==> config.mk <==
export PLATFORM = sky130hd
export DESIGN_NAME = pw_accept
export DESIGN_NICKNAME = d
export VERILOG_FILES = /design/src/rtl/pwa_pkg.sv /design/src/rtl/pwa_line_cfg.sv /design/src/rtl/pwa_addr_ctr.sv /design/src/rtl/pwa_tgt_fsm.sv /design/src/rtl/pw_accept.sv
export SDC_FILE = /design/constraint.sdc
export NUM_CORES = 1
export LEC_CHECK = 0
export ABC_AREA = 0
export ABC_CLOCK_PERIOD_IN_PS = 2300
export BUFFER_PORTS_ARGS = -buffer_cell sky130_fd_sc_hd__buf_2
export CAP_MARGIN = 20
export CELL_PAD_IN_SITES_DETAIL_PLACEMENT = 0
export CELL_PAD_IN_SITES_GLOBAL_PLACEMENT = 1
export CORE_MARGIN = 8
export CORE_UTILIZATION = 34
export CTS_CLUSTER_DIAMETER = 50
export DETAILED_ROUTE_END_ITERATION = 12
export MAX_ROUTING_LAYER = met4
export PLACE_DENSITY_LB_ADDON = 0.1
export SLEW_MARGIN = 10
export SYNTH_ARGS = -nofsm -noshare
export SYNTH_HDL_FRONTEND = slang
export SYNTH_SLANG_ARGS = --single-unit
==> constraint.sdc <==
create_clock -name clk -period 2.3 [get_ports clk]
set_clock_uncertainty 0.1 [all_clocks]
set_input_delay 0.115 -clock clk [delete_from_list [all_inputs] [get_ports clk]]
set_output_delay 0.115 -clock clk [all_outputs]
set_load 0.05 [all_outputs]
==> src/rtl/pwa_pkg.sv <==
package pwa_pkg;

  typedef enum logic [1:0] {
    ST_IDLE,
    ST_DATA,
    ST_STOP,
    ST_SKIP
  } pwa_state_e;

  localparam logic [3:0] CMD_MEM_WR     = 4'b0111;
  localparam logic [3:0] CMD_MEM_WR_INV = 4'b1111;

endpackage

==> src/rtl/pwa_line_cfg.sv <==
module pwa_line_cfg #(
  parameter int CLS_W    = 8,
  parameter int MIN_LOG2 = 2,
  parameter int MAX_LOG2 = 5
) (
  input  logic                clk,
  input  logic                rst_n,
  input  logic                load,
  input  logic [CLS_W-1:0]    cls,
  output logic                line_ok,
  output logic [MAX_LOG2-1:0] line_mask
);

  logic [MAX_LOG2:0]   hit;
  logic [CLS_W-1:0]    cls_m1;
  logic                ok_d;
  logic [MAX_LOG2-1:0] mask_d;

  // one comparator per permitted line size
  for (genvar g = 0; g <= MAX_LOG2; g++) begin : g_size
    if (g >= MIN_LOG2) begin : g_on
      assign hit[g] = (cls == CLS_W'(1 << g));
    end else begin : g_off
      assign hit[g] = 1'b0;
    end
  end

  assign cls_m1 = cls - CLS_W'(1);

  always_comb begin
    ok_d   = line_ok;
    mask_d = line_mask;
    if (load) begin
      ok_d   = |hit;
      mask_d = (|hit) ? cls_m1[MAX_LOG2-1:0] : '0;
    end
  end

  always_ff @(posedge clk or negedge rst_n) begin
    if (!rst_n) begin
      line_ok   <= 1'b0;
      line_mask <= '0;
    end else begin
      line_ok   <= ok_d;
      line_mask <= mask_d;
    end
  end

  // an accepted size is always a contiguous low mask
  p_mask_shape_r6: assert property (@(posedge clk) disable iff (!rst_n)
    line_ok |-> ((line_mask & (line_mask + MAX_LOG2'(1))) == '0));

endmodule

==> src/rtl/pwa_addr_ctr.sv <==
module pwa_addr_ctr #(
  parameter int ADDR_W = 30,
  parameter int MASK_W = 5
) (
  input  logic              clk,
  input  logic              rst_n,
  input  logic              load,
  input  logic [ADDR_W-1:0] load_addr,
  input  logic              adv,
  input  logic [MASK_W-1:0] mask,
  output logic [ADDR_W-1:0] cur_addr,
  output logic              at_boundary
);

  logic [ADDR_W-1:0] nxt_addr;
  logic [ADDR_W-1:0] addr_d;

  assign nxt_addr    = cur_addr + ADDR_W'(1);
  assign at_boundary = ((nxt_addr[MASK_W-1:0] & mask) == '0);

  always_comb begin
    addr_d = cur_addr;
    if (load)     addr_d = load_addr;
    else if (adv) addr_d = nxt_addr;
  end

  always_ff @(posedge clk or negedge rst_n) begin
    if (!rst_n) cur_addr <= '0;
    else        cur_addr <= addr_d;
  end

  // each accepted DWORD moves the address on by exactly one
  p_addr_step_r3: assert property (@(posedge clk) disable iff (!rst_n)
    (adv && !load) |=> (cur_addr == $past(cur_addr) + ADDR_W'(1)));

endmodule

==> src/rtl/pwa_tgt_fsm.sv <==
module pwa_tgt_fsm
  import pwa_pkg::*;
(
  input  logic       clk,
  input  logic       rst_n,
  input  logic       frame_n,
  input  logic       irdy_n,
  input  logic [3:0] cmd,
  input  logic       q_full,
  input  logic       q_afull,
  input  logic       line_ok,
  input  logic       at_boundary,
  output logic       trdy_n,
  output logic       stop_n,
  output logic       xfer,
  output logic       eot,
  output logic       addr_phase
);

  pwa_state_e state_q, state_d;
  logic       mwi_q, mwi_d;
  logic       pend_q, pend_d;
  logic       is_wr;
  logic       stop_cond;

  assign is_wr     = (cmd == CMD_MEM_WR) || (cmd == CMD_MEM_WR_INV);
  assign stop_cond = q_afull || (mwi_q && line_ok && at_boundary) || pend_q;

  always_comb begin
    state_d    = state_q;
    mwi_d      = mwi_q;
    pend_d     = pend_q;
    trdy_n     = 1'b1;
    stop_n     = 1'b1;
    xfer       = 1'b0;
    eot        = 1'b0;
    addr_phase = 1'b0;
    case (state_q)
      ST_IDLE: begin
        if (!frame_n) begin
          addr_phase = 1'b1;
          pend_d     = 1'b0;
          if (is_wr) begin
            mwi_d   = (cmd == CMD_MEM_WR_INV);
            state_d = q_full ? ST_STOP : ST_DATA;
          end else begin
            state_d = ST_SKIP;
          end
        end
      end
      ST_DATA: begin
        if (q_full) begin
          stop_n  = 1'b0;
          state_d = frame_n ? ST_IDLE : ST_STOP;
        end else begin
          trdy_n = 1'b0;
          stop_n = !stop_cond;
          xfer   = !irdy_n;
          eot    = !irdy_n && (frame_n || stop_cond);
          if (!irdy_n) begin
            if (frame_n)        state_d = ST_IDLE;
            else if (stop_cond) state_d = ST_STOP;
          end else if (stop_cond) begin
            pend_d = 1'b1;
          end
        end
      end
      ST_STOP: begin
        stop_n = 1'b0;
        if (frame_n) state_d = ST_IDLE;
      end
      default: begin
        if (frame_n) state_d = ST_IDLE;
      end
    endcase
  end

  always_ff @(posedge clk or negedge rst_n) begin
    if (!rst_n) begin
      state_q <= ST_IDLE;
      mwi_q   <= 1'b0;
      pend_q  <= 1'b0;
    end else begin
      state_q <= state_d;
      mwi_q   <= mwi_d;
      pend_q  <= pend_d;
    end
  end

  // a stop shown while the initiator still frames persists
  p_stop_hold_r9: assert property (@(posedge clk) disable iff (!rst_n)
    (!stop_n && !frame_n) |=> !stop_n);

  // a write addressed against a full queue is retried
  p_retry_full_r8: assert property (@(posedge clk) disable iff (!rst_n)
    (addr_phase && is_wr && q_full) |=> (trdy_n && !stop_n));

  // a line-crossing invalidate write is disconnected on that DWORD
  p_boundary_stop_r6: assert property (@(posedge clk) disable iff (!rst_n)
    (xfer && mwi_q && line_ok && at_boundary) |-> !stop_n);

endmodule

==> src/rtl/pw_accept.sv <==
module pw_accept #(
  parameter int DATA_W   = 32,
  parameter int CLS_W    = 8,
  parameter int MIN_LOG2 = 2,
  parameter int MAX_LOG2 = 5
) (
  input  logic              clk,
  input  logic              rst_n,
  input  logic              frame_n,
  input  logic              irdy_n,
  input  logic [31:0]       ad,
  input  logic [3:0]        cbe_n,
  input  logic [7:0]        cls,
  input  logic              q_full,
  input  logic              q_afull,
  output logic              trdy_n,
  output logic              stop_n,
  output logic              q_push,
  output logic [31:0]       q_data,
  output logic [3:0]        q_be_n,
  output logic [29:0]       q_addr,
  output logic              q_eot
);

  localparam int ADDR_W = DATA_W - 2;

  logic       rst_meta_n, rst_sync_n;
  logic       line_ok, at_boundary, xfer, eot, addr_phase;
  logic [MAX_LOG2-1:0] line_mask;
  logic [ADDR_W-1:0]   cur_addr;

  // asynchronous assert, synchronous release
  always_ff @(posedge clk or negedge rst_n) begin
    if (!rst_n) begin
      rst_meta_n <= 1'b0;
      rst_sync_n <= 1'b0;
    end else begin
      rst_meta_n <= 1'b1;
      rst_sync_n <= rst_meta_n;
    end
  end

  pwa_line_cfg #(.CLS_W(CLS_W), .MIN_LOG2(MIN_LOG2), .MAX_LOG2(MAX_LOG2)) u_line (
    .clk       (clk),
    .rst_n     (rst_sync_n),
    .load      (addr_phase),
    .cls       (cls),
    .line_ok   (line_ok),
    .line_mask (line_mask)
  );

  pwa_addr_ctr #(.ADDR_W(ADDR_W), .MASK_W(MAX_LOG2)) u_addr (
    .clk         (clk),
    .rst_n       (rst_sync_n),
    .load        (addr_phase),
    .load_addr   (ad[DATA_W-1:2]),
    .adv         (xfer),
    .mask        (line_mask),
    .cur_addr    (cur_addr),
    .at_boundary (at_boundary)
  );

  pwa_tgt_fsm u_fsm (
    .clk         (clk),
    .rst_n       (rst_sync_n),
    .frame_n     (frame_n),
    .irdy_n      (irdy_n),
    .cmd         (cbe_n),
    .q_full      (q_full),
    .q_afull     (q_afull),
    .line_ok     (line_ok),
    .at_boundary (at_boundary),
    .trdy_n      (trdy_n),
    .stop_n      (stop_n),
    .xfer        (xfer),
    .eot         (eot),
    .addr_phase  (addr_phase)
  );

  assign q_push = xfer;
  assign q_data = ad;
  assign q_be_n = cbe_n;
  assign q_addr = cur_addr;
  assign q_eot  = eot;

  // a transaction's tagged last entry is followed by a gap in pushes
  p_eot_ends_r4: assert property (@(posedge clk) disable iff (!rst_sync_n)
    (q_push && q_eot) |=> !q_push);

  // taking the last free entry disconnects and closes the transaction
  p_last_slot_r5: assert property (@(posedge clk) disable iff (!rst_sync_n)
    (q_push && q_afull) |-> (!stop_n && q_eot));

  // a push only happens on a completed data phase
  p_push_handshake_r3: assert property (@(posedge clk) disable iff (!rst_sync_n)
    q_push |-> (!irdy_n && !trdy_n && !q_full));

endmodule

==> impl_metrics.json <==
{
  "outcome": "finished clean",
  "synthArstFlopShare": 1.00,
  "ys_seq_elements": 42,
  "core_um2": 7770,
  "grt.total_usage": 0.144,
  "timing.fmax_mhz": 440,
  "synth.area.top_cells": "dfrtp_1 (38%), buf_4 (9.9%), xnor2_1 (8.6%), nand2_1 (6.2%), o21ai_0 (5.1%)",
  "p_comb_frac": 0.474,
  "grt_pass1_wl_mm": 13.1,
  "clock_sinks": 42,
  "synth_area_per_cell_um2": 8.76,
  "root_buffer": "clkbuf_8",
  "cts_tree": "built",
  "synth_area_leader_cell": "dfrtp_1",
  "clk_path_buf_depth": 2,
  "fin_util": 0.472,
  "power_leakage_nw": 1.60,
  "clk_pin_slew_ns": 0.08,
  "syn-num-nets": 364,
  "p_sw_mw": 1.47,
  "pre_cts_ws_ns": 0.118,
  "ys.flop_type": "dfrtp_1",
  "overflow": 0,
  "crit_family": "compound AO/OA/AOI/OAI gates",
  "drtIter0Drc": 82,
  "n_fill_cell": 795,
  "wl_per_cell_um": 15.2,
  "setup_slack_ns": 0.0267,
  "drive_gt1_frac": 0.354,
  "slew-limit-headroom": 0.385,
  "place.gp.congestion": 0.792,
  "start_util": 0.352,
  "cp_data_required_time_ns": 2.09,
  "firstDrtPassIters": 4,
  "p_int_mw": 1.55,
  "worstSetupPathType": "flop to primary output",
  "clockPowerShare": 0.153,
  "synth_most_common_cell": "nand2_1",
  "grt_pass1_vias": 2641,
  "synth_area_um2": 2730,
  "die_area_um2": 11200,
  "cp-end-kind": "primary output",
  "yosys_warnings": 0,
  "clock_latency_ns": 0.29,
  "worst_ep_arrival_time_ns": 2.06,
  "netlist_instances": 312,
  "viasPerCell": 4.77,
  "finalSetupViolCount": 0,
  "seqCellArea_um2": 1060,
  "cts-buffers-inserted": 5,
  "maxCapViolCount": 0,
  "dieHeight_um": 106,
  "ys_seq_area_frac": 0.384,
  "start_kind": "flop",
  "ant_nets": 0,
  "final_nets": 478,
  "antenna_found_initial": 0,
  "path_common_cell": "buf_6",
  "critPathBufInv": 2,
  "die_x_um": 106,
  "drc_errors": 0,
  "grt_max_degree": 53,
  "p_seq_frac": 0.372,
  "num_rows": 32,
  "critPathMaxStageDelay_ns": 0.43,
  "crit_chain": "ha_4 -> xor2_1 -> a2111o_1 -> a221oi_4 -> buf_6 -> o21ai_2 -> buf_6",
  "rsz0062_at_grt": "yes",
  "critPathSlowestCell": "dfrtp_2",
  "post-route-period-util": 0.988,
  "htree_levels": 2,
  "fin_hold_ws_ns": 0.0211,
  "io_buffers": 115,
  "p_per_area_nw_per_um2": 824,
  "drt_wl_total_mm": 8.04,
  "tns_ns": 0,
  "path_max_fanout": 2,
  "final-hold-violation-count": 0,
  "n_antenna_cell": 0,
  "power_mw": 3.02,
  "area_delta_synth_final_pct": 34.2,
  "hold_class": "input port to asynchronous set/reset pin",
  "p_sw_frac": 0.487,
  "worstMarginPinSlew_ns": 0.923,
  "ir_drop_mv": 0.376,
  "synth_cell_types": 45,
  "synth_top_area_share": 0.384,
  "place_hpwl_mm": 5.99,
  "slew_viol_final": 0,
  "multi_input_area_um2": 1360,
  "min_period_ns": 2.27,
  "synth_common_cells": "nand2_1 (45), dfrtp_1 (42), buf_4 (36)",
  "num_vias": 2524,
  "ios": 120,
  "synth_edf_count": 0
}
worst paths after layout:
kind	start	endpoint	slack, ns	cells after the start
max in group asynchronous	rst_sync_n	u_addr.cur_addr[2]	1.15	0
worst max register to register	u_addr.cur_addr[0]	u_fsm.state_q[1]	0.18	8
worst min-delay path	rst_n	rst_sync_n	0.02	2
worst min register to register	rst_meta_n	rst_sync_n	0.26	0
worst max-delay path	u_addr.cur_addr[0]	stop_n	0.03	7
min in group clk	ad[23]	u_addr.cur_addr[21]	0.04	3
area by class of cell:
class,count,area share
Multi-Input combinational cell,211,0.369
Sequential cell,42,0.288
Timing Repair Buffer,160,0.280
Tap cell,102,0.0348
Clock buffer,8,0.0218
Inverter,6,0.00614
placed cells by master (no fill, tap or decap), drive strengths merged, types with 2 or more instances in the layout:
master       count
clkbuf           8
dlygate4sd3     33
nor4             9
nor3            15
nand4            9
buf            127
o21ai           33
ha               2
nor2b            2
nor2            14
nand3           12
a21oi            5
mux2i            2
dfrtp           42
and4             3
xor2             9
nand2           45
a31oi            2
inv              6
xnor2           27
and3             4
layer usage:
| metal | vias up | part of all wire | routed length [um] | track usage |
|---|---|---|---|---|
| met1 | 1186 | 0.47 | 3770 | 0.178 |
| met5 | - | 0 | 0 | - |
| met2 | 69 | 0.47 | 3780 | 0.232 |
| met3 | 7 | 0.049 | 394 | 0.0341 |
| met4 | 0 | 0.011 | 91 | 0.0342 |
| li1 | 1262 | - | - | - |
power groups by stage:
stage                     Clock [mW]  Sequential (mW)  Combinational (mW)
after floorplan                    0             1.56               0.592
after global placement             0             1.14                1.35
after detailed placement           0             1.14                1.36
after CTS                      0.485             1.12                1.44
after global routing           0.511             1.16                1.53
final                          0.464             1.13                1.43
sequential cells by signal, summed over array words and instances (netlist names):
name,cells
u_addr.cur_addr,30
u_line.line_mask,5
u_fsm.state_q,2
rst_meta_n,1
rst_sync_n,1
u_fsm.mwi_q,1
u_fsm.pend_q,1
u_line.line_ok,1
per-stage QoR:
| step | std cells | instance area (um2) |
|---|---|---|
| 2_1_floorplan | 312 | 2760 |
| 3_3_place_gp | 485 | 3200 |
| 4_1_cts | 529 | 3650 |
| 5_1_grt | 529 | 3670 |
| 3_5_place_dp | 485 | 3200 |
| 6_report | 529 | 3670 |
worst register-to-register path, cell delays in order (launching register included):
cell and delay (ns):
dfrtp_2 0.43, ha_4 0.17, xor2_1 0.15, a2111o_1 0.41, a221oi_4 0.25, buf_6 0.15
buf_4 0.11, o311ai_0 0.10, a31oi_1 0.19
timing repair:
action,4_1_cts,5_1_grt
gates resized for setup,6,4
setup endpoints to repair,2,2
pin swaps,1,1
setup buffers,3,0
hold buffers,33,0
hold endpoints to repair,34,0
cells by family (layout without fill, tap and decap cells):
kind of cell    count (synthesis)  count (layout)  synth area share
simple gates                  120             120             0.234
other cells                     1               1           0.00137
xor+xnor                       36              36             0.115
fa+ha+maj                       2               2           0.00915
compound gates                 49              49             0.106
mux                             3               3            0.0114
buf+inv                        59             174             0.138
flops                          42              42             0.384
No activity file was read; power rests on OpenSTA's default activity.
